**config.mk**
```make
export PLATFORM = sky130hd
export DESIGN_NAME = wdog_multistage
export DESIGN_NICKNAME = d
export VERILOG_FILES = /design/src/rtl/wdog_pkg.sv /design/src/rtl/wdog_regs.sv /design/src/rtl/wdog_seq.sv /design/src/rtl/wdog_out.sv /design/src/rtl/wdog_multistage.sv
export SDC_FILE = /design/constraint.sdc
export NUM_CORES = 1
export LEC_CHECK = 0
export BUFFER_PORTS_ARGS = -buffer_cell sky130_fd_sc_hd__buf_4
export CORE_MARGIN = 3
export CORE_UTILIZATION = 65
export DETAILED_ROUTE_END_ITERATION = 10
export MAX_ROUTING_LAYER = met4
export PLACE_DENSITY = 0.89
export SYNTH_ARGS = -nofsm -noshare
export SYNTH_HDL_FRONTEND = slang
export SYNTH_HIERARCHICAL = 1
export SYNTH_SLANG_ARGS = --single-unit
```
**constraint.sdc**
```tcl
create_clock -name clk -period 9.1 [get_ports clk]
set_input_delay 0.91 -clock clk [delete_from_list [all_inputs] [get_ports clk]]
set_output_delay 0.91 -clock clk [all_outputs]
set_load 0.02 [all_outputs]
```
**src/rtl/wdog_pkg.sv**
```systemverilog
package wdog_pkg;
    localparam int NSTG = 4;

    typedef enum logic [1:0] {
        ACT_OFF = 2'd0,
        ACT_IRQ = 2'd1,
        ACT_CPU = 2'd2,
        ACT_SYS = 2'd3
    } act_e;

    // bit 0 run, [8:1] stage actions, [11:9] cpu len, [14:12] sys len,
    // 15 irq enable, 16 level mode, 17 pulse mode
    typedef struct packed {
        logic                  edge_en;
        logic                  level_en;
        logic                  irq_en;
        logic [2:0]            sys_len;
        logic [2:0]            cpu_len;
        logic [NSTG-1:0][1:0]  act;
        logic                  run;
    } cfg_t;

    localparam int CFG_W = $bits(cfg_t);
endpackage

```
**src/rtl/wdog_regs.sv**
```systemverilog
module wdog_regs
    import wdog_pkg::*;
#(
    parameter int ADDR_W = 5,
    parameter int DATA_W = 32,
    parameter int PRE_W  = 16,
    parameter int CNT_W  = 32,
    parameter logic [DATA_W-1:0] KEY = 32'h50D8_3AA1
) (
    input  logic                       clk,
    input  logic                       rst_n,
    input  logic                       wen,
    input  logic [ADDR_W-1:0]          addr,
    input  logic [DATA_W-1:0]          wdata,
    output logic [DATA_W-1:0]          rdata,
    output cfg_t                       cfg,
    output logic [PRE_W-1:0]           pre,
    output logic [NSTG-1:0][CNT_W-1:0] tmo,
    output logic                       restart,
    output logic                       irq_clr
);
    localparam int IW       = ADDR_W - 2;
    localparam int IDX_CFG  = 0;
    localparam int IDX_PRE  = 1;
    localparam int IDX_TMO  = 2;
    localparam int IDX_FEED = IDX_TMO + NSTG;
    localparam int IDX_PROT = IDX_FEED + 1;

    typedef struct packed {
        cfg_t                       cfg;
        logic [PRE_W-1:0]           pre;
        logic [NSTG-1:0][CNT_W-1:0] tmo;
        logic                       unlocked;
        logic                       restart;
        logic                       clr;
    } regs_t;

    regs_t s_d, s_q;
    logic [IW-1:0] idx;

    assign idx = addr[ADDR_W-1:2];

    always_comb begin
        s_d         = s_q;
        s_d.restart = 1'b0;
        s_d.clr     = 1'b0;
        if (wen) begin
            if (idx == IW'(IDX_PROT)) begin
                s_d.unlocked = (wdata == KEY);
            end else if (s_q.unlocked) begin
                if (idx == IW'(IDX_CFG)) begin
                    s_d.cfg     = cfg_t'(wdata[CFG_W-1:0]);
                    s_d.clr     = wdata[CFG_W];
                    s_d.restart = wdata[0] & ~s_q.cfg.run;
                end
                if (idx == IW'(IDX_PRE))  s_d.pre     = wdata[PRE_W-1:0];
                if (idx == IW'(IDX_FEED)) s_d.restart = 1'b1;
                for (int k = 0; k < NSTG; k++) begin
                    if (idx == IW'(IDX_TMO + k)) s_d.tmo[k] = wdata[CNT_W-1:0];
                end
            end
        end
    end

    always_comb begin
        rdata = '0;
        if (idx == IW'(IDX_CFG))  rdata[CFG_W-1:0] = s_q.cfg;
        if (idx == IW'(IDX_PRE))  rdata[PRE_W-1:0] = s_q.pre;
        if (idx == IW'(IDX_PROT)) rdata[0]         = s_q.unlocked;
        for (int k = 0; k < NSTG; k++) begin
            if (idx == IW'(IDX_TMO + k)) rdata[CNT_W-1:0] = s_q.tmo[k];
        end
    end

    always_ff @(posedge clk or negedge rst_n) begin
        if (!rst_n) s_q <= '0;
        else        s_q <= s_d;
    end

    assign cfg     = s_q.cfg;
    assign pre     = s_q.pre;
    assign tmo     = s_q.tmo;
    assign restart = s_q.restart;
    assign irq_clr = s_q.clr;

    // a write while locked leaves every register and control pulse untouched
    assert_locked_write_R1: assert property (@(posedge clk) disable iff (!rst_n)
        (wen && !s_q.unlocked && idx != IW'(IDX_PROT)) |=>
            ($stable(s_q.cfg) && $stable(s_q.pre) && $stable(s_q.tmo) && !s_q.restart && !s_q.clr));
endmodule

```
**src/rtl/wdog_seq.sv**
```systemverilog
module wdog_seq
    import wdog_pkg::*;
#(
    parameter int PRE_W = 16,
    parameter int CNT_W = 32
) (
    input  logic                       clk,
    input  logic                       rst_n,
    input  logic                       run,
    input  logic [NSTG-1:0][1:0]       act,
    input  logic [PRE_W-1:0]           pre,
    input  logic [NSTG-1:0][CNT_W-1:0] tmo,
    input  logic                       restart,
    output logic                       fire,
    output logic [1:0]                 fire_act
);
    localparam int SW = (NSTG > 1) ? $clog2(NSTG) : 1;

    typedef struct packed {
        logic [SW-1:0]    stage;
        logic [CNT_W-1:0] cnt;
        logic [PRE_W-1:0] div;
        logic             fire;
        logic [1:0]       fire_act;
    } seq_t;

    seq_t s_d, s_q;
    logic [PRE_W-1:0] lim;
    logic [SW-1:0]    nxt;

    // lowest stage at or after 'start' (wrapping) whose action is not off
    function automatic logic [SW-1:0] first_from(input int start,
                                                 input logic [NSTG-1:0][1:0] a);
        logic [SW-1:0] r;
        int            j;
        r = SW'(start % NSTG);
        for (int k = NSTG - 1; k >= 0; k--) begin
            j = (start + k) % NSTG;
            if (a[j] != 2'd0) r = SW'(j);
        end
        return r;
    endfunction

    always_comb begin
        lim        = (pre == '0) ? '0 : pre - 1'b1;
        s_d        = s_q;
        s_d.fire   = 1'b0;
        nxt        = first_from(int'(s_q.stage) + 1, act);
        if (restart) begin
            s_d.stage = first_from(0, act);
            s_d.cnt   = tmo[first_from(0, act)];
            s_d.div   = '0;
        end else if (run) begin
            if (s_q.div >= lim) begin
                s_d.div = '0;
                if (s_q.cnt <= CNT_W'(1)) begin
                    s_d.fire     = 1'b1;
                    s_d.fire_act = act[s_q.stage];
                    s_d.stage    = nxt;
                    s_d.cnt      = tmo[nxt];
                end else begin
                    s_d.cnt = s_q.cnt - 1'b1;
                end
            end else begin
                s_d.div = s_q.div + 1'b1;
            end
        end
    end

    always_ff @(posedge clk or negedge rst_n) begin
        if (!rst_n) s_q <= '0;
        else        s_q <= s_d;
    end

    assign fire     = s_q.fire;
    assign fire_act = s_q.fire_act;

    // with the run bit clear the chain is frozen and nothing expires
    assert_hold_stopped_R7: assert property (@(posedge clk) disable iff (!rst_n)
        (!run && !restart) |=> ($stable(s_q.cnt) && $stable(s_q.stage) && !s_q.fire));

    // a restart suppresses an expiry that would happen in the same cycle
    assert_feed_wins_R4: assert property (@(posedge clk) disable iff (!rst_n)
        restart |=> !s_q.fire);
endmodule

```
**src/rtl/wdog_out.sv**
```systemverilog
module wdog_out
    import wdog_pkg::*;
#(
    parameter int PULSE_UNIT = 4
) (
    input  logic       clk,
    input  logic       rst_n,
    input  logic       fire,
    input  logic [1:0] fire_act,
    input  cfg_t       cfg,
    input  logic       irq_clr,
    output logic       irq_o,
    output logic       cpu_rst_o,
    output logic       sys_rst_o
);
    localparam int MAXP = 8 * PULSE_UNIT;
    localparam int PW   = $clog2(MAXP + 1);

    typedef struct packed {
        logic          pend;
        logic          edge_p;
        logic [PW-1:0] cpu_cnt;
        logic [PW-1:0] sys_cnt;
    } out_t;

    out_t s_d, s_q;

    always_comb begin
        s_d        = s_q;
        s_d.edge_p = 1'b0;
        if (irq_clr)              s_d.pend    = 1'b0;
        if (s_q.cpu_cnt != '0)    s_d.cpu_cnt = s_q.cpu_cnt - 1'b1;
        if (s_q.sys_cnt != '0)    s_d.sys_cnt = s_q.sys_cnt - 1'b1;
        if (fire) begin
            unique case (act_e'(fire_act))
                ACT_IRQ: if (cfg.irq_en) begin
                    s_d.pend   = 1'b1;
                    s_d.edge_p = 1'b1;
                end
                ACT_CPU: s_d.cpu_cnt = PW'((int'(cfg.cpu_len) + 1) * PULSE_UNIT);
                ACT_SYS: s_d.sys_cnt = PW'((int'(cfg.sys_len) + 1) * PULSE_UNIT);
                default: ;
            endcase
        end
    end

    always_ff @(posedge clk or negedge rst_n) begin
        if (!rst_n) s_q <= '0;
        else        s_q <= s_d;
    end

    assign irq_o     = (cfg.level_en & s_q.pend) | (cfg.edge_en & s_q.edge_p);
    assign cpu_rst_o = (s_q.cpu_cnt != '0);
    assign sys_rst_o = (s_q.sys_cnt != '0);

    // a CPU reset pulse only starts from a CPU-reset expiry
    assert_cpu_cause_R6: assert property (@(posedge clk) disable iff (!rst_n)
        $rose(cpu_rst_o) |-> ($past(fire) && $past(fire_act) == 2'(ACT_CPU)));

    // a clear with no new interrupt event drops the pending level
    assert_clear_drops_R8: assert property (@(posedge clk) disable iff (!rst_n)
        (irq_clr && !fire) |=> !s_q.pend);
endmodule

```
**src/rtl/wdog_multistage.sv**
```systemverilog
module wdog_multistage
    import wdog_pkg::*;
#(
    parameter int ADDR_W     = 5,
    parameter int DATA_W     = 32,
    parameter int PRE_W      = 16,
    parameter int CNT_W      = 32,
    parameter int PULSE_UNIT = 4
) (
    input  logic              clk,
    input  logic              rst_n,
    input  logic              bus_wen,
    input  logic [ADDR_W-1:0] bus_addr,
    input  logic [DATA_W-1:0] bus_wdata,
    output logic [DATA_W-1:0] bus_rdata,
    output logic              irq_o,
    output logic              cpu_rst_o,
    output logic              sys_rst_o
);
    cfg_t                       cfg;
    logic [PRE_W-1:0]           pre;
    logic [NSTG-1:0][CNT_W-1:0] tmo;
    logic                       restart;
    logic                       irq_clr;
    logic                       fire;
    logic [1:0]                 fire_act;

    wdog_regs #(
        .ADDR_W(ADDR_W), .DATA_W(DATA_W), .PRE_W(PRE_W), .CNT_W(CNT_W)
    ) u_regs (
        .clk(clk), .rst_n(rst_n), .wen(bus_wen), .addr(bus_addr),
        .wdata(bus_wdata), .rdata(bus_rdata), .cfg(cfg), .pre(pre),
        .tmo(tmo), .restart(restart), .irq_clr(irq_clr)
    );

    wdog_seq #(
        .PRE_W(PRE_W), .CNT_W(CNT_W)
    ) u_seq (
        .clk(clk), .rst_n(rst_n), .run(cfg.run), .act(cfg.act), .pre(pre),
        .tmo(tmo), .restart(restart), .fire(fire), .fire_act(fire_act)
    );

    wdog_out #(
        .PULSE_UNIT(PULSE_UNIT)
    ) u_out (
        .clk(clk), .rst_n(rst_n), .fire(fire), .fire_act(fire_act),
        .cfg(cfg), .irq_clr(irq_clr), .irq_o(irq_o),
        .cpu_rst_o(cpu_rst_o), .sys_rst_o(sys_rst_o)
    );
endmodule

```
==> impl_metrics.tcl, run 1 <==
set metrics [dict create \
    ant_nets 0 \
    synth_edf_count 0 \
    multi_input_area_mm2 0.00813 \
    antenna_found_initial 0 \
    core_mm2 0.0236 \
    vias 12384 \
    crit_chain "or4_1, nor4_1, nand4b_1, and2_1, ha_1, nand2b_1, a211oi_1, o21a_1, o211a_1, nor3_2, a31oi_1, o311ai_0" \
    endpoint_kind "flop" \
    worst_clock_skew_ns 0.0177 \
    synth_async_sr_flop_share 1.00 \
    syn_to_final_growth_pct 2.46 \
    dp_hpwl_mm 27.5 \
    initial_utilization 0.665 \
    maxCapViolCount 0 \
    remaining_drc_errors 0 \
    worst_setup_path_start_kind "flop" \
    fin_crit_sh 0.556 \
    area.sequential_mm2 0.00581 \
    p_int_mw 1.77 \
    status "finished, final reports clean" \
    cts_buffers 25 \
    p_clk_frac 0.509 \
    hp-class "primary input to asynchronous set/reset pin" \
    post_cts_buffers 0 \
    cts_sinks 232 \
    postSynthAreaPerCell_um2 10.2 \
    netlist_area_mm2 0.0157 \
    cts_htree_levels 1 \
    dp_slack_ns 4.28 \
    p_per_area_mw_per_mm2 141 \
    drive_gt1_frac 0.271 \
    comb_power_share 0.036 \
    cts-root-buf "clkbuf_16" \
    hold_ws_ns 0.399 \
    grt.total_usage 0.334 \
    ys_ff_latch 232 \
    p_switching_mw 0.492 \
    criticalPathCategory "flop to flop" \
    num_rows 56 \
    yosys.area.top_type "dfrtp_1" \
    min_period_ns 5.06 \
    crit_required_ns 9.50 \
    synth_area_leaders "dfrtp_1 (37%), mux2_2 (12%), buf_4 (7.9%)" \
    hold_viol 0 \
    die_w_um 161 \
    wl_per_cell_um 24.6 \
    fmax_ghz 0.198 \
    slew_viol_final 0 \
    slew_headroom 0.289 \
    finalWirelength_mm 42.8 \
    synthCells 1538 \
    setup_viol 0 \
    cts-hold-fix-buffers 0 \
    nNetsFinal 1470 \
    fin_ws_ns 4.04 \
    cp_slowest_cell "nor3_2" \
    cp_top_family "simple AND/OR/NAND/NOR gates" \
    final_cells 1741 \
    crit_fanout 16 \
    final.fill_count 1658 \
    synth_top_family_by_area "multiplexers" \
    fp.dieH_um 161 \
    tightest_slew_ns 1.07 \
    viasPerCell 7.11 \
    total_power_mw 2.27 \
    place_congestion 0.977 \
    max-clock-path-buffers 3 \
    grt_pass1_vias 12334 \
    leakage_nw 7.36 \
    swShare 0.217 \
    grt_first_pass_wirelength_mm 67.8 \
    cts_resized 0 \
    synthFlopType "dfrtp_1" \
    seqPwrFrac 0.455 \
    grt_max_degree 114 \
    cp.arrival_ns 5.46 \
    first_pass_iters 7 \
    dp.cells 1697 \
    synthMuxAreaShare 0.238 \
    ir_drop_mv 0.147 \
    synth_cell_types 79 \
    synth_compound_area_frac 0.109 \
    clk_pin_slew_worst_paths_ns 0.06 \
    setup_tns_ns 0 \
    max_stage_delay_ns 0.92 \
    synth-xor-area-share 0.0167 \
    yosysSeqAreaShare 0.370 \
    io_pins 75 \
    cp_num_buf_inv 0 \
    synthSimpleGateAreaFrac 0.131 \
    synthAdderAreaFrac 0.0199 \
    rsz0062_at_grt "no" \
    cts_tree "built" \
    drt_iter0_markers 1798 \
    clock_latency_ns 0.53 \
    synth_top_area_share 0.370 \
    num_antenna_cells 0 \
    fp.dieArea_mm2 0.0261 \
    io_buffers 72 \
    grt_overflow_total 0 \
    yosysWarnings 6 \
    syn_nets 1603 \
]
stage by stage:
step	utilization	instance area (um^2)
floorplan	-	15700
global placement	0.642	15200
detailed placement	0.642	15200
CTS	0.682	16100
global route	0.682	16100
finish	0.682	16100
final cells by class:
cell class                 count  share of cell area
multi-input combinational   1022               0.505
sequential                   232               0.361
timing repair buffer          96              0.0452
clock buffer                  34              0.0447
tap                          319              0.0248
clock inverter                10              0.0127
inverter                      28             0.00653
registers in the layout, indices dropped and copies added, names as in the netlist:
register        count
u_out/s_q          14
u_regs/cfg         18
u_regs/irq_clr      1
u_regs/pre         16
u_regs/restart      1
u_regs/s_q          1
u_regs/tmo        128
u_seq/fire          1
u_seq/fire_act      2
u_seq/s_q          50
cells in the mapped netlist (9+ instances only):
| master | instances |
|---|---|
| a21oi_1 | 28 |
| a31oi_1 | 13 |
| buf_2 | 32 |
| buf_4 | 166 |
| clkbuf_1 | 41 |
| dfrtp_1 | 232 |
| ha_1 | 25 |
| inv_1 | 27 |
| mux2_2 | 166 |
| mux2_4 | 9 |
| mux2i_1 | 79 |
| mux4_2 | 41 |
| nand2_1 | 113 |
| nand2b_1 | 13 |
| nand3_1 | 84 |
| nand4_1 | 9 |
| nor2_1 | 61 |
| nor3_1 | 37 |
| nor4_1 | 11 |
| o2111ai_1 | 9 |
| o211ai_1 | 10 |
| o21ai_0 | 92 |
| o221ai_1 | 21 |
| o22ai_1 | 20 |
| o31ai_1 | 14 |
| or2_2 | 10 |
| or3_1 | 9 |
| xnor2_1 | 14 |
| xor2_1 | 16 |
final timing paths:
kind / end / from / slack, ns / depth (start not counted)
max in group asynchronous: u_regs/tmo[87] / rst_n / 6.60 / 3
max: u_seq/s_q[25] / u_regs/pre[11] / 4.04 / 12
min reg2reg: u_out/s_q[13] / u_out/s_q[13] / 0.49 / 1
max reg2reg: u_seq/s_q[25] / u_regs/pre[11] / 4.04 / 12
min in group clk: u_out/s_q[13] / u_out/s_q[13] / 0.49 / 1
min: u_seq/s_q[12] / rst_n / 0.40 / 1
routing by layer:
layer | share of wire | global-route usage | wire, um | up-vias
li1 | - | - | - | 5240
met1 | 0.37 | 0.428 | 15700 | 6022
met2 | 0.47 | 0.521 | 20000 | 906
met3 | 0.11 | 0.0554 | 4660 | 216
met4 | 0.056 | 0.161 | 2410 | 0
met5 | 0 | - | 0 | -
power groups by stage:
stage / Sequential, mW / Combinational, mW / Clock, mW
6_report: 1.03 / 0.0819 / 1.15
5_1_grt: 1.03 / 0.0875 / 1.20
4_1_cts: 1.03 / 0.0814 / 1.16
3_5_place_dp: 1.05 / 0.0809 / 0
3_3_place_gp: 1.05 / 0.0793 / 0
2_1_floorplan: 1.05 / 0.0244 / 0
cell families after synthesis:
| group | after synthesis |
|---|---|
| flip-flops | 232 |
| XOR/XNOR | 30 |
| buffers and inverters | 284 |
| multiplexers | 297 |
| adder cells (fa/ha/maj) | 25 |
| AND/OR/NAND/NOR | 408 |
| AO/OA/AOI/OAI | 262 |
layout by cell type, fill, tap and decap left out, types with 10 or more instances in the layout:
master / n
o21ai_0: 92
o211ai_1: 10
o22ai_1: 20
ha_1: 25
mux2i_1: 79
clkbuf_16: 25
nor2_1: 60
nand3_1: 84
nor3_1: 37
mux4_2: 41
inv_1: 27
nand2_1: 112
o31ai_1: 14
nand2b_1: 13
or2_2: 10
a21oi_1: 28
buf_4: 95
dfrtp_1: 232
a31oi_1: 13
xnor2_1: 14
o221ai_1: 21
nor4_1: 10
mux2_2: 166
xor2_1: 16
Power figures use the tool's default switching activity.
==> run 2: changes to the inputs <==
CORE_UTILIZATION = 57   (was 65)
PLACE_DENSITY = 0.83   (was 0.89)
clock period = 4.2 ns   (was 9.1 ns; I/O delays follow)
==> run 2 against run 1 <==
Cell area rose by 1.5%; global-route usage fell by 4.2 points; total power grew 110%; first-iteration DRC count fell by 19%; sequential cell count stayed put; clock skew down 0.0082 ns; clock power increased by 110%; cell count rose by 2.5%; largest power group unchanged; largest cell class unchanged; critical path type unchanged.
==> impl_metrics.tcl, run 2 (same netlist as run 1, synthesis figures left out) <==
set metrics [dict create \
    grt_overflow_total 0 \
    min_period_ns 4.03 \
    cts_buffers 27 \
    nNetsFinal 1490 \
    vias 12116 \
    cts_htree_levels 1 \
    cts_tree "built" \
    place_congestion 0.932 \
    fp.dieArea_mm2 0.0296 \
    worst_clock_skew_ns 0.00951 \
    crit_required_ns 4.61 \
    cp.arrival_ns 4.44 \
    first_pass_iters 8 \
    final_cells 1785 \
    syn_to_final_growth_pct 4.00 \
    ir_drop_mv 0.342 \
    ant_nets 0 \
    cp-startpoint "u_regs/pre[9]" \
    die_w_um 172 \
    grt.total_usage 0.292 \
    initial_utilization 0.581 \
    io_buffers 72 \
    grt_max_degree 100 \
    finalWirelength_mm 42.5 \
    grt_pass1_vias 12033 \
    antenna_found_initial 1 \
    maxCapViolCount 0 \
    hp-class "primary input to flop" \
    crit_fanout 13 \
    drive_gt1_frac 0.282 \
    wl_per_cell_um 23.8 \
    clk_pin_slew_worst_paths_ns 0.06 \
    rsz0062_at_grt "no" \
    cts-root-buf "clkbuf_16" \
    cts_sinks 232 \
    final_cell_mix "dfrtp_1 (232), mux2_2 (166), nand2_1 (112)" \
    slew_headroom 0.161 \
    p_per_area_mw_per_mm2 297 \
    mostFrequentLayoutCell "dfrtp_1" \
    dp_hpwl_mm 28.1 \
    placed_area_mm2 0.0153 \
    worst_setup_path_start_kind "flop" \
    setup_viol 0 \
    core_mm2 0.0270 \
    remaining_drc_errors 0 \
    criticalPathCategory "flop to flop" \
    fp.dieH_um 172 \
    grt_first_pass_wirelength_mm 66.7 \
    status "finished, final reports clean" \
    endpoint_kind "flop" \
    slew_viol_final 0 \
    hold_viol 0 \
    clock_latency_ns 0.53 \
    fin_crit_sh 0.960 \
    viasPerCell 6.79 \
    tightest_slew_ns 1.26 \
    dp.cells 1734 \
    fin_area_mm2 0.0163 \
    fmax_ghz 0.248 \
    drt_iter0_markers 1464 \
    io_pins 75 \
    largest_reg_flops 128 \
    reg2reg_from "u_regs/pre[9]" \
    max-clock-path-buffers 3 \
    leakage_nw 7.46 \
    worstHoldStart "bus_wdata[19]" \
    num_rows 60 \
]
run 2: changes by cell type in the layout (fill, tap and decap cells not counted), moves of 2 or more:
cell / change
clkbuf_16: +2
nor3_2: +3
nor4_1: -2
clkinv_2: -2
nor4_2: +2
nor3_1: -3
bufinv_16: -2
clkbuf_1: +4
buf_4: +14
diode_2: +2
buf_12: +3
run 2: worst max-delay path: stages (launching register included):
cell	delay [ns]
dfrtp_1	0.47
or4_4	0.59
nor4_2	0.23
nand3_1	0.17
xnor2_1	0.23
nand2_1	0.10
ha_1	0.31
and4_1	0.21
and3_1	0.18
a21oi_1	0.26
o211ai_1	0.17
buf_4	0.19
nand3_1	0.06
buf_4	0.22
o22ai_1	0.14
a221o_1	0.38
run 2: final cells by class:
type	instances	area, um^2
diodes	2	5.00
clock buffers	40	785
clock inverters	6	134
fillers	2145	10700
inverters	28	105
multi-input cells	1022	8170
flip-flops and latches	232	5810
well taps	341	427
repair buffers	114	903
run 2: repair_timing:
action	CTS	global route
setup endpoints to repair	3	37
pin swaps	1	0
hold endpoints to repair	82	0
gates resized for setup	1	7
buffers inserted	2	0
hold buffers	1	0
gates cloned	0	0
run 2: path summary, 6_finish.rpt:
| kind | to | slack, ns | cells past startpoint |
|---|---|---|---|
| min in group asynchronous | u_regs/tmo[123] | 0.45 | 2 |
| worst min register to register | u_out/s_q[13] | 0.48 | 1 |
| worst max-delay path | u_seq/s_q[45] | 0.17 | 15 |
| worst max register to register | u_seq/s_q[45] | 0.17 | 15 |
| max in group asynchronous | u_out/s_q[7] | 2.54 | 3 |
| worst min-delay path | u_regs/tmo[115] | 0.16 | 2 |
run 2: metal layers:
layer | part of all wire | vias to the layer above | track usage
li1 | - | 5265 | -
met1 | 0.40 | 6061 | 0.385
met2 | 0.48 | 659 | 0.458
met3 | 0.087 | 131 | 0.0416
met4 | 0.042 | 0 | 0.120
met5 | 0 | - | -
run 2: stage by stage:
stage	power (mW)	TNS [ns]	worst slack (ns)	hold slack, ns	util
global route	4.98	0	0.0306	0.148	0.604
finish	4.86	0	0.167	0.156	0.604
global placement	2.45	0	0.173	0.457	0.568
detailed placement	2.45	-0.0475	-0.0187	0.467	0.568
floorplan	2.33	0	0.166	0.124	-
CTS	4.89	0	0.0729	0.135	0.603
run 2: where the power goes:
| part | switching [mW] | internal (mW) |
|---|---|---|
| registers | 0.00000000205 | 2.24 |
| clock network | 0.920 | 1.52 |
| logic | 0.130 | 0.0490 |
| total | 1.05 | 3.81 |
==> run 3: changes to the inputs <==
ABC_CLOCK_PERIOD_IN_PS = 4200   (was default)
BUFFER_PORTS_ARGS = default   (was -buffer_cell sky130_fd_sc_hd__buf_4)
CORE_UTILIZATION = 59   (was 57)
DONT_BUFFER_PORTS = 1   (was default)
==> run 3 against run 2 <==
The run now ends with negative hold slack left; clock power grew 6%; total power is essentially flat; sequential cell count is the same; register-to-register slack lost 0.04 ns; critical path type unchanged; largest power group unchanged.
==> impl_metrics.tcl, run 3 (same netlist as run 1, synthesis figures left out) <==
set metrics [dict create \
    status "complete, but fails checks" \
    failed_checks "negative hold slack" \
    setup_tns_ns 0 \
    hp-class "primary input to asynchronous set/reset pin" \
    final.fill_count 2052 \
    grt_max_degree 233 \
    place_congestion 0.990 \
    ir_drop_mv 0.319 \
    post_cts_buffers 0 \
    viasPerCell 7.00 \
    p_per_area_mw_per_mm2 307 \
    fmax_ghz 0.246 \
    crit_required_ns 4.64 \
    clock_latency_ns 0.54 \
    criticalPathCategory "flop to flop" \
    fp.dieH_um 169 \
    remaining_drc_errors 0 \
    grt.total_usage 0.301 \
    maxCapViolCount 0 \
    core_mm2 0.0261 \
    final_cell_mix "dfrtp_1 (232), mux2_2 (166), nand2_1 (112)" \
    nNetsFinal 1420 \
    cp_slowest_cell "or4_1" \
    max_stage_delay_ns 0.58 \
    grt_overflow_total 0 \
    crit_chain "or4_1, nor4_1, nand3_1, xnor2_1, nand2_1, ha_1, and4_1, and3_1, nand3_1, o211a_2, buf_4, nor2_2, buf_4, o311ai_1, o221ai_1" \
    io_buffers 0 \
    die_w_um 169 \
    antenna_found_initial 0 \
    leakage_nw 7.12 \
    max-clock-path-buffers 3 \
    cts_tree "built" \
    mostFrequentLayoutCell "dfrtp_1" \
    fin_crit_sh 0.969 \
    largest_reg_flops 128 \
    first_pass_iters 6 \
    dp_hpwl_mm 28.0 \
    crit_fanout 8 \
    io_pins 75 \
    cp.arrival_ns 4.51 \
    grt_first_pass_wirelength_mm 66.8 \
    finalWirelength_mm 42.4 \
    slew_viol_final 0 \
    cts-hold-fix-buffers 1 \
    worst_setup_path_start_kind "flop" \
    fin_util 0.605 \
    worst_clock_skew_ns 0.0311 \
    drt_iter0_markers 1638 \
    grt_pass1_vias 11832 \
    tightest_slew_ns 1.30 \
    num_rows 59 \
    clk_pin_slew_worst_paths_ns 0.06 \
    hold_viol 232 \
    drive_gt1_frac 0.248 \
    cp_num_buf_inv 2 \
    hold_ws_ns -0.415 \
    cts_sinks 232 \
    ant_nets 0 \
    num_antenna_cells 0 \
    endpoint_kind "flop" \
    cts_htree_levels 1 \
    min_period_ns 4.07 \
    wl_per_cell_um 24.8 \
    cts-root-buf "clkbuf_16" \
    fp.dieArea_mm2 0.0286 \
    initial_utilization 0.601 \
    setup_viol 0 \
    syn_to_final_growth_pct 0.669 \
    cts_buffers 26 \
    slew_headroom 0.132 \
    vias 11966 \
    cp_top_family "simple AND/OR/NAND/NOR gates" \
]
[run 3: cell count changes in the layout (fill, tap and decap cells not counted)]
cell / before / now
buf_12: 3 / 0
clkinv_2: 1 / 3
o211a_4: 1 / 0
diode_2: 2 / 0
or4_4: 4 / 3
buf_4: 109 / 44
clkbuf_8: 6 / 7
or4_1: 5 / 6
clkbuf_1: 7 / 3
nor3_2: 4 / 3
bufinv_16: 4 / 6
o211a_2: 0 / 1
buf_8: 1 / 0
nor3_1: 34 / 35
[run 3: path summary, 6_finish.rpt]
kind | to | startpoint | cells past startpoint | slack (ns)
worst max-delay path | u_seq/s_q[44] | u_regs/pre[10] | 15 | 0.13
worst min-delay path | u_regs/tmo[59] | rst_n | 0 | -0.42
worst max register to register | u_seq/s_q[44] | u_regs/pre[10] | 15 | 0.13
worst min register to register | u_out/s_q[13] | u_out/s_q[13] | 1 | 0.48
max in group asynchronous | u_seq/s_q[6] | rst_n | 0 | 4.14
min in group clk | u_regs/tmo[32] | bus_wdata[0] | 2 | 0.02
[run 3: through the flow]
step                instance area [um^2]  setup slack (ns)  total power, mW  hold slack, ns  std cells
floorplan                          15700             0.166             2.33           0.124       1538
finish                             15800             0.132             4.86          -0.415       1709
detailed placement                 14800            0.0878             2.32           0.134       1661
global route                       15800          -0.00178             4.97          -0.424       1709
global placement                   14800             0.335             2.32           0.135       1661
CTS                                15800           0.00736             4.89          -0.437       1709
[run 3: layout make-up]
| class | instances | area, um^2 | share of cell area |
|---|---|---|---|
| inverters | 28 | 105 | 0.00665 |
| repair buffers | 45 | 340 | 0.0215 |
| well taps | 335 | 419 | 0.0265 |
| clock buffers | 37 | 783 | 0.0495 |
| clock inverters | 10 | 204 | 0.0129 |
| multi-input cells | 1022 | 8150 | 0.516 |
| flip-flops and latches | 232 | 5810 | 0.367 |
[run 3: repair_timing]
| item | in CTS | in global routing |
|---|---|---|
| setup endpoints to repair | 0 | 34 |
| gates resized for setup | 0 | 5 |
| hold endpoints to repair | 233 | 232 |
[run 3: metal layers]
layer | track usage | wire (um) | share of wire | vias to the layer above
met5 | - | 0 | 0 | -
met4 | 0.126 | 2000 | 0.047 | 0
met3 | 0.0445 | 3860 | 0.091 | 167
met2 | 0.472 | 20000 | 0.47 | 715
met1 | 0.396 | 16500 | 0.39 | 5955
li1 | - | - | - | 5129
[run 3: where the power goes]
part	internal, mW	total, mW	switching [mW]
Sequential	2.24	2.24	0.00000000198
Combinational	0.0218	0.0456	0.0237
Clock	1.66	2.58	0.918
Total	3.92	4.86	0.942
